--- src/rtl/fsched_pkg.sv ---
package fsched_pkg;
  typedef enum logic [1:0] {
    S_IDLE = 2'd0,
    S_XFER = 2'd1,
    S_RUN  = 2'd2
  } sched_state_t;
endpackage

--- src/rtl/fsched_fifo.sv ---
module fsched_fifo #(
  parameter int DEPTH = 4,
  parameter int W     = 2
) (
  input  logic         clk,
  input  logic         rst,
  input  logic         push,
  input  logic [W-1:0] push_data,
  input  logic         pop,
  output logic [W-1:0] head,
  output logic         empty,
  output logic         full
);
  localparam int PTR_W = (DEPTH > 1) ? $clog2(DEPTH) : 1;
  localparam int CNT_W = $clog2(DEPTH + 1);

  logic [W-1:0]     ram [DEPTH];
  logic [PTR_W-1:0] wp, rp;
  logic [CNT_W-1:0] cnt;

  assign head  = ram[rp];
  assign empty = (cnt == '0);
  assign full  = (cnt == CNT_W'(DEPTH));

  always_ff @(posedge clk) begin
    if (push) ram[wp] <= push_data;
  end

  always_ff @(posedge clk) begin
    if (rst) begin
      wp  <= '0;
      rp  <= '0;
      cnt <= '0;
    end else begin
      if (push) wp <= (wp == PTR_W'(DEPTH - 1)) ? '0 : wp + 1'b1;
      if (pop)  rp <= (rp == PTR_W'(DEPTH - 1)) ? '0 : rp + 1'b1;
      cnt <= cnt + CNT_W'(push) - CNT_W'(pop);
    end
  end

  // queued flags must keep the frame queue from ever overfilling
  p_no_push_full_r3: assert property (@(posedge clk) disable iff (rst) push |-> !full);
  p_no_pop_empty_r4: assert property (@(posedge clk) disable iff (rst) pop |-> !empty);
endmodule

--- src/rtl/fsched_rcv.sv ---
module fsched_rcv #(
  parameter int NF    = 4,
  parameter int DEP   = 3,
  parameter int PC_W  = 8,
  parameter int FID_W = $clog2(NF),
  parameter int CNT_W = $clog2(DEP + 1)
) (
  input  logic             clk,
  input  logic             rst,
  input  logic             wr_en,
  input  logic [FID_W-1:0] wr_frame,
  input  logic [PC_W-1:0]  wr_pc,
  input  logic [FID_W-1:0] rd_frame,
  input  logic [CNT_W-1:0] rd_idx,
  output logic [PC_W-1:0]  rd_pc,
  output logic [CNT_W-1:0] rd_cnt,
  input  logic             clr,
  output logic [NF-1:0]    err
);
  localparam int AW = $clog2(NF * DEP);

  logic [PC_W-1:0]  mem [NF * DEP];
  logic [CNT_W-1:0] cnt_q [NF];
  logic [AW-1:0]    waddr, raddr;
  logic             wfull;

  assign wfull = (cnt_q[wr_frame] == CNT_W'(DEP));
  assign waddr = AW'(wr_frame) * AW'(DEP) + AW'(cnt_q[wr_frame]);
  assign raddr = AW'(rd_frame) * AW'(DEP) + AW'(rd_idx);
  assign rd_pc  = mem[raddr];
  assign rd_cnt = cnt_q[rd_frame];

  always_ff @(posedge clk) begin
    if (wr_en && !wfull) mem[waddr] <= wr_pc;
  end

  always_ff @(posedge clk) begin
    if (rst) begin
      for (int i = 0; i < NF; i++) cnt_q[i] <= '0;
      err <= '0;
    end else begin
      if (wr_en) begin
        if (wfull) err[wr_frame] <= 1'b1;
        else       cnt_q[wr_frame] <= cnt_q[wr_frame] + 1'b1;
      end
      if (clr) cnt_q[rd_frame] <= '0;
    end
  end

  p_cnt_bound_r8: assert property (@(posedge clk) disable iff (rst) rd_cnt <= CNT_W'(DEP));
endmodule

--- src/rtl/frame_sched.sv ---
module frame_sched #(
  parameter int NFRAMES = 4,
  parameter int DEPTH   = 3,
  parameter int PC_W    = 8,
  localparam int FID_W  = $clog2(NFRAMES),
  localparam int CNT_W  = $clog2(DEPTH + 1)
) (
  input  logic               clk,
  input  logic               rst,
  input  logic               cfg_we,
  input  logic [FID_W-1:0]   cfg_frame,
  input  logic [PC_W-1:0]    cfg_enter_pc,
  input  logic [PC_W-1:0]    cfg_leave_pc,
  input  logic               post_valid,
  input  logic [FID_W-1:0]   post_frame,
  input  logic [PC_W-1:0]    post_pc,
  input  logic               swap_req,
  output logic               run_valid,
  output logic [PC_W-1:0]    run_pc,
  output logic               lcv_push_valid,
  output logic [PC_W-1:0]    lcv_push_pc,
  output logic               cur_valid,
  output logic [FID_W-1:0]   cur_frame,
  output logic               idle,
  output logic [NFRAMES-1:0] ovf_err
);
  import fsched_pkg::*;

  sched_state_t     st;
  logic [PC_W-1:0]  enter_tab [NFRAMES];
  logic [PC_W-1:0]  leave_tab [NFRAMES];
  logic [NFRAMES-1:0] queued;
  logic [CNT_W-1:0] xidx;

  logic             q_empty, q_full, pop, enq, post_ok, to_running;
  logic [FID_W-1:0] q_head;
  logic [PC_W-1:0]  rd_pc;
  logic [CNT_W-1:0] rd_cnt;
  logic             xfer_done;

  assign pop        = (st == S_IDLE) && !q_empty;
  assign to_running = (cur_valid && post_frame == cur_frame) || (pop && post_frame == q_head);
  assign post_ok    = post_valid && !to_running;
  assign enq        = post_ok && !queued[post_frame];
  assign xfer_done  = (st == S_XFER) && (xidx == rd_cnt);
  assign idle       = (st == S_IDLE) && q_empty;

  fsched_fifo #(.DEPTH(NFRAMES), .W(FID_W)) u_runq (
    .clk(clk), .rst(rst), .push(enq), .push_data(post_frame),
    .pop(pop), .head(q_head), .empty(q_empty), .full(q_full)
  );

  fsched_rcv #(.NF(NFRAMES), .DEP(DEPTH), .PC_W(PC_W)) u_rcv (
    .clk(clk), .rst(rst), .wr_en(post_ok), .wr_frame(post_frame), .wr_pc(post_pc),
    .rd_frame(cur_frame), .rd_idx(xidx), .rd_pc(rd_pc), .rd_cnt(rd_cnt),
    .clr(xfer_done), .err(ovf_err)
  );

  always_ff @(posedge clk) begin
    if (cfg_we) begin
      enter_tab[cfg_frame] <= cfg_enter_pc;
      leave_tab[cfg_frame] <= cfg_leave_pc;
    end
  end

  always_ff @(posedge clk) begin
    if (rst) queued <= '0;
    else begin
      if (enq) queued[post_frame] <= 1'b1;
      if (pop) queued[q_head]     <= 1'b0;
    end
  end

  always_ff @(posedge clk) begin
    if (rst) begin
      st             <= S_IDLE;
      run_valid      <= 1'b0;
      run_pc         <= '0;
      lcv_push_valid <= 1'b0;
      lcv_push_pc    <= '0;
      cur_valid      <= 1'b0;
      cur_frame      <= '0;
      xidx           <= '0;
    end else begin
      run_valid      <= 1'b0;
      lcv_push_valid <= 1'b0;
      case (st)
        S_IDLE: if (pop) begin
          cur_frame <= q_head;
          cur_valid <= 1'b1;
          xidx      <= '0;
          st        <= S_XFER;
        end
        S_XFER: if (xfer_done) begin
          run_valid <= 1'b1;
          run_pc    <= enter_tab[cur_frame];
          st        <= S_RUN;
        end else begin
          lcv_push_valid <= 1'b1;
          lcv_push_pc    <= rd_pc;
          xidx           <= xidx + 1'b1;
        end
        S_RUN: if (swap_req) begin
          run_valid <= 1'b1;
          run_pc    <= leave_tab[cur_frame];
          cur_valid <= 1'b0;
          st        <= S_IDLE;
        end
        default: st <= S_IDLE;
      endcase
    end
  end

  p_swap_leaves_r5: assert property (@(posedge clk) disable iff (rst)
    (st == S_RUN && swap_req) |=> (run_valid && !cur_valid));
  p_one_stream_r6: assert property (@(posedge clk) disable iff (rst)
    $onehot0({run_valid, lcv_push_valid}));
  p_idle_no_frame_r7: assert property (@(posedge clk) disable iff (rst)
    idle |-> !cur_valid);
  p_err_sticky_r8: assert property (@(posedge clk) disable iff (rst)
    (ovf_err & $past(ovf_err)) == $past(ovf_err));
endmodule

--- config.mk ---
export PLATFORM = sky130hd
export DESIGN_NAME = frame_sched
export DESIGN_NICKNAME = d
export VERILOG_FILES = /design/src/rtl/fsched_pkg.sv /design/src/rtl/fsched_fifo.sv /design/src/rtl/fsched_rcv.sv /design/src/rtl/frame_sched.sv
export SDC_FILE = /design/constraint.sdc
export NUM_CORES = 1
export LEC_CHECK = 0
export ABC_AREA = 1
export BUFFER_PORTS_ARGS = -buffer_cell sky130_fd_sc_hd__buf_2
export CORE_AREA = 2 2 198 200
export CTS_CLUSTER_SIZE = 8
export DETAILED_ROUTE_END_ITERATION = 10
export DIE_AREA = 0 0 200 202
export SLEW_MARGIN = 5
export SYNTH_ARGS = -nofsm -noshare
export SYNTH_HDL_FRONTEND = slang
export SYNTH_SLANG_ARGS = --single-unit
--- constraint.sdc ---
create_clock -name clk -period 3.55 [get_ports clk]
set_input_delay 0.8875 -clock clk [delete_from_list [all_inputs] [get_ports clk]]
set_output_delay 0.8875 -clock clk [all_outputs]
set_load 0.02 [all_outputs]
==> results of run 1 <==
==> final cells by class <==
| class | instances | area share |
|---|---|---|
| Multi-Input combinational cell | 503 | 0.246 |
| Tap cell | 518 | 0.0563 |
| Timing Repair Buffer | 102 | 0.0539 |
| Antenna cell | 3 | 0.000652 |
| Sequential cell | 220 | 0.528 |
| Inverter | 89 | 0.0290 |
| Clock inverter | 5 | 0.00413 |
| Clock buffer | 55 | 0.0816 |
==> where the power goes <==
part | total [W] | internal, W | switching, W
Sequential | 0.00327 | 0.00308 | 0.000184
Combinational | 0.00338 | 0.00114 | 0.00224
Clock | 0.00293 | 0.00181 | 0.00112
==> cell usage after synthesis (3+ instances only) <==
library cell,number
inv_2,5
o21ai_1,9
buf_1,3
ha_1,23
a21oi_1,63
edfxtp_1,168
nand3_1,84
a31oi_1,3
dfxtp_1,52
inv_1,84
o21ai_0,53
clkbuf_1,22
nor3_1,7
nand2_1,138
nor2_1,48
buf_6,3
mux2i_1,24
buf_2,6
o22ai_1,3
o211ai_1,16
fa_1,5
==> logic make-up (layout without fill, tap and decap cells) <==
kind of cell | Yosys count | count (layout) | share of synthesized area
AND/OR/NAND/NOR | 291 | 291 | 0.134
flip-flops | 220 | 220 | 0.647
AO/OA/AOI/OAI | 156 | 156 | 0.0931
buffers and inverters | 126 | 251 | 0.0554
adder cells (fa/ha/maj) | 28 | 28 | 0.0412
multiplexers | 24 | 24 | 0.0255
XOR/XNOR | 4 | 4 | 0.00452
other | 0 | 3 | 0
==> stage by stage <==
step	utilization	cells	setup WS [ns]	hold WS [ns]	power [W]
final	0.301	1495	0.483	0.447	0.00958
after global routing	0.301	1492	0.289	0.468	0.0102
after CTS	0.301	1492	0.505	0.452	0.00968
after detailed placement	0.275	1432	-0.00400	0.444	0.00671
after global placement	0.275	1432	-0.0410	0.434	0.00666
after floorplan	-	849	-0.101	0.425	0.00570
==> flip-flops by register name (all words and copies together) (netlist names), 2 cells and up, named ones only <==
signal	count
u_rcv.mem	96
enter_tab	32
leave_tab	32
lcv_push_pc	8
run_pc	8
u_rcv.cnt_q	8
u_runq.ram	8
queued	4
u_rcv.err	4
u_runq.cnt	3
cur_frame	2
st	2
u_runq.rp	2
u_runq.wp	2
xidx	2
==> how the worst max path moves through the flow <==
stage / start / to / slack, ns / depth (start not counted)
2_1_floorplan: post_frame[0] / u_rcv.mem[4][0] / -0.10 / 12
3_3_place_gp: post_frame[0] / u_rcv.mem[11][4] / -0.04 / 13
3_5_place_dp: post_frame[0] / u_rcv.mem[9][1] / -0.004 / 13
4_1_cts: post_frame[0] / u_rcv.mem[11][3] / 0.51 / 13
5_1_grt: post_frame[0] / u_rcv.mem[6][0] / 0.29 / 13
6_report: post_frame[0] / u_rcv.mem[5][5] / 0.48 / 13
==> metal layers <==
layer | part of all wire | up-vias | global-route usage
li1 | - | 3152 | -
met1 | 0.46 | 2967 | 0.147
met2 | 0.45 | 143 | 0.179
met3 | 0.059 | 48 | 0.0284
met4 | 0.027 | 8 | 0.0439
met5 | 0.0020 | - | 0
==> tightest hold or removal path, stage by stage, from the launching register on <==
cell	delay, ns
dfxtp_1	0.30
inv_1	0.04
a21oi_1	0.05
==> impl_results.md, run 1 <==
- PostCTS Resize Cnt: 0
- Hold_buf cts: 0
- Total number of vias: 6318
- Initial Util: 0.246
- Vias in the first global route: 6278
- Setup Buffers After CTS: 0
- Fmax: 326 MHz
- FFs w/ async S/R, synth: 0
- Most frequent cells in the layout: 168 x edfxtp_1, 138 x nand2_1, 84 x inv_1, 84 x nand3_1, 63 x a21oi_1
- Worst slew margin: 0.365
- # setup viols final: 0
- Commonest non-fill, non-tap cell in the layout: edfxtp_1
- Buffer depth of the longest clock path: 3
- CP max stage delay: 0.48 ns
- Startpoint Class: primary input
- Drt drc: 0
- Kind of end point of the critical path: flop
- Root Driver: clkbuf_16
- Crit-path cells: buf_2 > inv_2 > nand2_1 > o221ai_1 > fa_1 > ha_1 > inv_1 > fa_1 > inv_1 > buf_4 > nand2_1 > nor2_1 > buf_4
- Register area share after synthesis: 0.647
- HPWL after DPL: 15200 µm
- Fillers: 3919
- Syn Area/Cell: 11.1 µm²
- Leakage power: 4.37 nW
- Flops & latches, synth: 220
- Share of cells above drive strength 1: 0.176
- Reg2reg end: lcv_push_pc[6]
- Worst Max-Slew Pin Slew: 0.952 ns
- H-Tree Depth: 2
- Area post-placement: 10500 µm²
- Req. time, crit path: 3.74 ns
- Core area: 38300 µm²
- FF-to-FF path depth: 7
- HP Class: reg2reg
- Count of final max-slew check failures: 0
- Wirelength per Cell: 14.9 µm
- Initial antenna violation count: 7
- Port bufs: 58
- TritonCTS clock tree: done
- Cell taking the most area after synthesis: edfxtp_1
- GRT overflow: 0
- Sink of the worst hold path: u_rcv.err[0]
- NumNets Final: 1011
- Crit-path slowest cell: fa_1
- Final period utilization: 0.864
- Clk sinks: 220
- Final Critical Period: 3.07 ns
- Outcome: finished, final reports clean
- CP Data Arrival Time: 3.26 ns
- Syn Nets: 910
- Hold wc startpoint: u_rcv.err[0]
- Maximum number of pins on one net before global-route repair: 40
- Synth warn: 0
- Hold depth: 2
- Worst-path clk slew: 0.05 ns
- Critical path peak fanout: 8
- Io pins: 59
- Die width: 200 µm
- Flip-flop and latch area: 6090 µm²
- Post-synth EDFFs: 168
- Total track usage: 0.113
- Critical path class: in2reg
- Max cap viols: 0
- Routed Antenna Nets: 0
- Yosys top cell area share: 0.536
- Worst-Skew Late Latency: 0.50 ns
- Final Skew: 0.0197 ns
- Worst VDD drop: 0.320 mV
- Synth Cell Area: 9410 µm²
- PwrDens: 832 nW/µm²
- CP delay by family, top: adder cells
- Finished Cell Area: 11500 µm²
- Post-DR vias/cell: 4.23
- R2R Setup Slk: 0.57 ns
- DIE AREA: 40400 µm²
- Chip height: 202 µm
- RR Startpoint: cur_frame[1]
- GPL Wtd Cong: 0.843
- Synth unique cells: 42
- CTS Buf Count: 34
- Row count: 72
- Area growth from synthesis to layout: 22.4%
- First-pass GRT wire length: 35000 µm
- Cell count after synthesis: 849
- Final TNS setup: 0 ns
- Ranking of synthesized cells by area: edfxtp_1 54%, dfxtp_1 11%, nand2_1 5.5%
- Routed wire length: 22300 µm
- Area of the multi-input gates: 2840 µm²
- Ys flop type: edfxtp_1
- CP bufs+invs: 6
- DR iter-0 viols: 383
- RSZ-0062 raised after global routing: no
- Drt pass-1 iters: 4
- Final Hold Viols: 0
No activity file was read; power rests on OpenSTA's default activity.
==> run 2, diff against run 1 <==
- CTS_BUF_LIST: default -> sky130_fd_sc_hd__clkbuf_8
- PLACE_DENSITY: default -> 0.46
==> run 2 against run 1 <==
Compared with the run above:
- worst hold slack got worse by 0.0020 ns
- critical path depth is 2 lower
- cell count up 0.47%
- sequential share of layout area rose by 1.2 points
- setup slack worse by 0.087 ns
- count of clock-buffer cells in the layout fell by 11
- power fell by 6.9%
- core utilization fell by 0.68 points
- sequential power about the same
- largest cell class unchanged
- largest power group unchanged
==> impl_results.md, run 2 (synthesis gave the netlist of run 1 again) <==
- Leakage power: 4.32 nW (was 4.37 nW)
- Sink of the worst hold path: u_rcv.err[2] (was u_rcv.err[0])
- Final Critical Period: 3.15 ns (was 3.07 ns)
- Non-filler cells, final: 1502 (was 1495)
- Maximum number of pins on one net before global-route repair: 46 (was 40)
- H-Tree Depth: 2 (unchanged)
- Max reg flops: 96 (unchanged)
- Hold depth: 2 (unchanged)
- Drt pass-1 iters: 5 (was 4)
- CP delay by family, top: adder cells (unchanged)
- Clk sinks: 220 (unchanged)
- N_diodes: 0 (was 3)
- Clock power share: 0.247 (was 0.306)
- CP max stage delay: 0.54 ns (was 0.48 ns)
- Final Hold Viols: 0 (unchanged)
- Initial antenna violation count: 4 (was 7)
- Worst-path clk slew: 0.06 ns (was 0.05 ns)
- Net Switching: 0.00354 W (was 0.00355 W)
- Hold wc startpoint: u_rcv.err[2] (was u_rcv.err[0])
- R2R Setup Slk: 0.51 ns (was 0.57 ns)
- # setup viols final: 0 (unchanged)
- Post-DR vias/cell: 4.19 (was 4.23)
- Drt drc: 0 (unchanged)
- Final TNS setup: 0 ns (unchanged)
- DIE AREA: 40400 µm² (unchanged)
- Final period utilization: 0.888 (was 0.864)
- Chip height: 202 µm (unchanged)
- TritonCTS clock tree: done (unchanged)
- Setup Buffers After CTS: 0 (unchanged)
- Critical path class: in2reg (unchanged)
- Crit-path cells: buf_2 > o21ai_0 > o221ai_1 > fa_1 > ha_1 > inv_1 > fa_1 > inv_1 > or2_2 > nor2_2 > buf_4 (was buf_2 > inv_2 > nand2_1 > o221ai_1 > fa_1 > ha_1 > inv_1 > fa_1 > inv_1 > buf_4 > nand2_1 > nor2_1 > buf_4)
- Worst-Skew Late Latency: 0.57 ns (was 0.50 ns)
- Reg2reg end: u_rcv.mem[11][1] (was lcv_push_pc[6])
- Total track usage: 0.117 (was 0.113)
- Worst VDD drop: 0.382 mV (was 0.320 mV)
- Total number of vias: 6291 (was 6318)
- WHS: 0.445 ns (was 0.447 ns)
- RR Startpoint: u_rcv.cnt_q[0][1] (was cur_frame[1])
- Port bufs: 58 (unchanged)
- Worst Max-Slew Pin Slew: 0.863 ns (was 0.952 ns)
- Root Driver: clkbuf_8 (was clkbuf_16)
- GRT overflow: 0 (unchanged)
- Count of final max-slew check failures: 0 (unchanged)
- CTS Buf Count: 39 (was 34)
- RSZ-0062 raised after global routing: no (unchanged)
- Max cap viols: 0 (unchanged)
- Die width: 200 µm (unchanged)
- Area growth from synthesis to layout: 19.6% (was 22.4%)
- PostCTS Resize Cnt: 0 (unchanged)
- NumNets Final: 1014 (was 1011)
- Crit-path slowest cell: fa_1 (unchanged)
- Row count: 72 (unchanged)
- HPWL after DPL: 15600 µm (was 15200 µm)
- Share of cells above drive strength 1: 0.182 (was 0.176)
- Req. time, crit path: 3.81 ns (was 3.74 ns)
- Io pins: 59 (unchanged)
- Critical path peak fanout: 7 (was 8)
- Initial Util: 0.246 (unchanged)
- Worst slew margin: 0.425 (was 0.365)
- DR iter-0 viols: 321 (was 383)
- Hold_buf cts: 0 (unchanged)
- Most flops, register: u_rcv.mem (unchanged)
- Commonest non-fill, non-tap cell in the layout: edfxtp_1 (unchanged)
- Routed wire length: 23200 µm (was 22300 µm)
- FF-to-FF path depth: 10 (was 7)
- P_int: 0.00538 W (was 0.00603 W)
- First-pass GRT wire length: 35800 µm (was 35000 µm)
- Flop pwr share: 0.366 (was 0.341)
- Routed Antenna Nets: 0 (unchanged)
- Placed cell count: 1430 (was 1432)
- Fmax: 317 MHz (was 326 MHz)
- Combinational power share: 0.387 (was 0.353)
- Vias in the first global route: 6154 (was 6278)
- Final Skew: 0.0443 ns (was 0.0197 ns)
- Core area: 38300 µm² (unchanged)
- Most frequent cells in the layout: 168 x edfxtp_1, 138 x nand2_1, 103 x inv_1 (was 168 x edfxtp_1, 138 x nand2_1, 84 x inv_1, 84 x nand3_1, 63 x a21oi_1)
- Startpoint Class: primary input (unchanged)
- PwrDens: 792 nW/µm² (was 832 nW/µm²)
- Kind of end point of the critical path: flop (unchanged)
- Wirelength per Cell: 15.4 µm (was 14.9 µm)
- CP bufs+invs: 4 (was 6)
- Outcome: finished, final reports clean (unchanged)
- Buffer depth of the longest clock path: 3 (unchanged)
- GPL Wtd Cong: 0.799 (was 0.843)
- Final core occ: 0.294 (was 0.301)
- HP Class: reg2reg (unchanged)
- Biggest regs: u_rcv.mem: 96 flops, enter_tab: 32 flops, leave_tab: 32 flops (unchanged)
- CP Data Arrival Time: 3.41 ns (was 3.26 ns)
- Switch share: 0.397 (was 0.370)
run 2: worst max path at each step:
| stage | start | to | slack [ns] | cells after the start |
|---|---|---|---|---|
| after floorplan | post_frame[0] | u_rcv.mem[4][0] | -0.10 | 12 |
| after global placement | post_frame[1] | u_rcv.mem[10][1] | -0.12 | 13 |
| after detailed placement | post_frame[0] | u_rcv.mem[11][7] | -0.12 | 11 |
| after CTS | post_frame[0] | u_rcv.mem[11][7] | 0.45 | 11 |
| after global routing | post_frame[0] | u_rcv.mem[11][4] | 0.26 | 11 |
| final | post_frame[0] | u_rcv.mem[11][1] | 0.40 | 11 |
run 2: through the flow:
stage	setup slack (ns)	power (W)	instance area (µm²)
3_3_place_gp	-0.115	0.00680	10500
4_1_cts	0.453	0.00904	11300
6_report	0.397	0.00892	11300
2_1_floorplan	-0.101	0.00570	9420
3_5_place_dp	-0.117	0.00681	10500
5_1_grt	0.260	0.00959	11300
run 2: area by class of cell:
type,instances,area [µm²]
Tap cell,518,648
Timing Repair Buffer,100,618
Multi-Input combinational cell,503,2840
Clock buffer,44,606
Fill cell,3950,27000
Inverter,89,334
Clock inverter,28,130
Sequential cell,220,6090
run 2: power groups by stage:
stage	clock, W	combinational [W]	sequential (W)
2_1_floorplan	0	0.00232	0.00338
3_3_place_gp	0	0.00349	0.00331
3_5_place_dp	0	0.00349	0.00332
4_1_cts	0.00227	0.00350	0.00327
5_1_grt	0.00241	0.00389	0.00330
6_report	0.00220	0.00345	0.00326
run 2: worst min-delay path, stage by stage (launching register included):
cell and delay, ns:
dfxtp_1 0.30, inv_1 0.04, a21oi_1 0.05
run 2: routing by layer:
layer | global-route usage | vias to the layer above | routed length (µm)
met1 | 0.154 | 2903 | 10600
met2 | 0.175 | 153 | 10100
li1 | - | 3157 | -
met5 | 0 | - | 55
met3 | 0.0329 | 70 | 1410
met4 | 0.0585 | 8 | 961
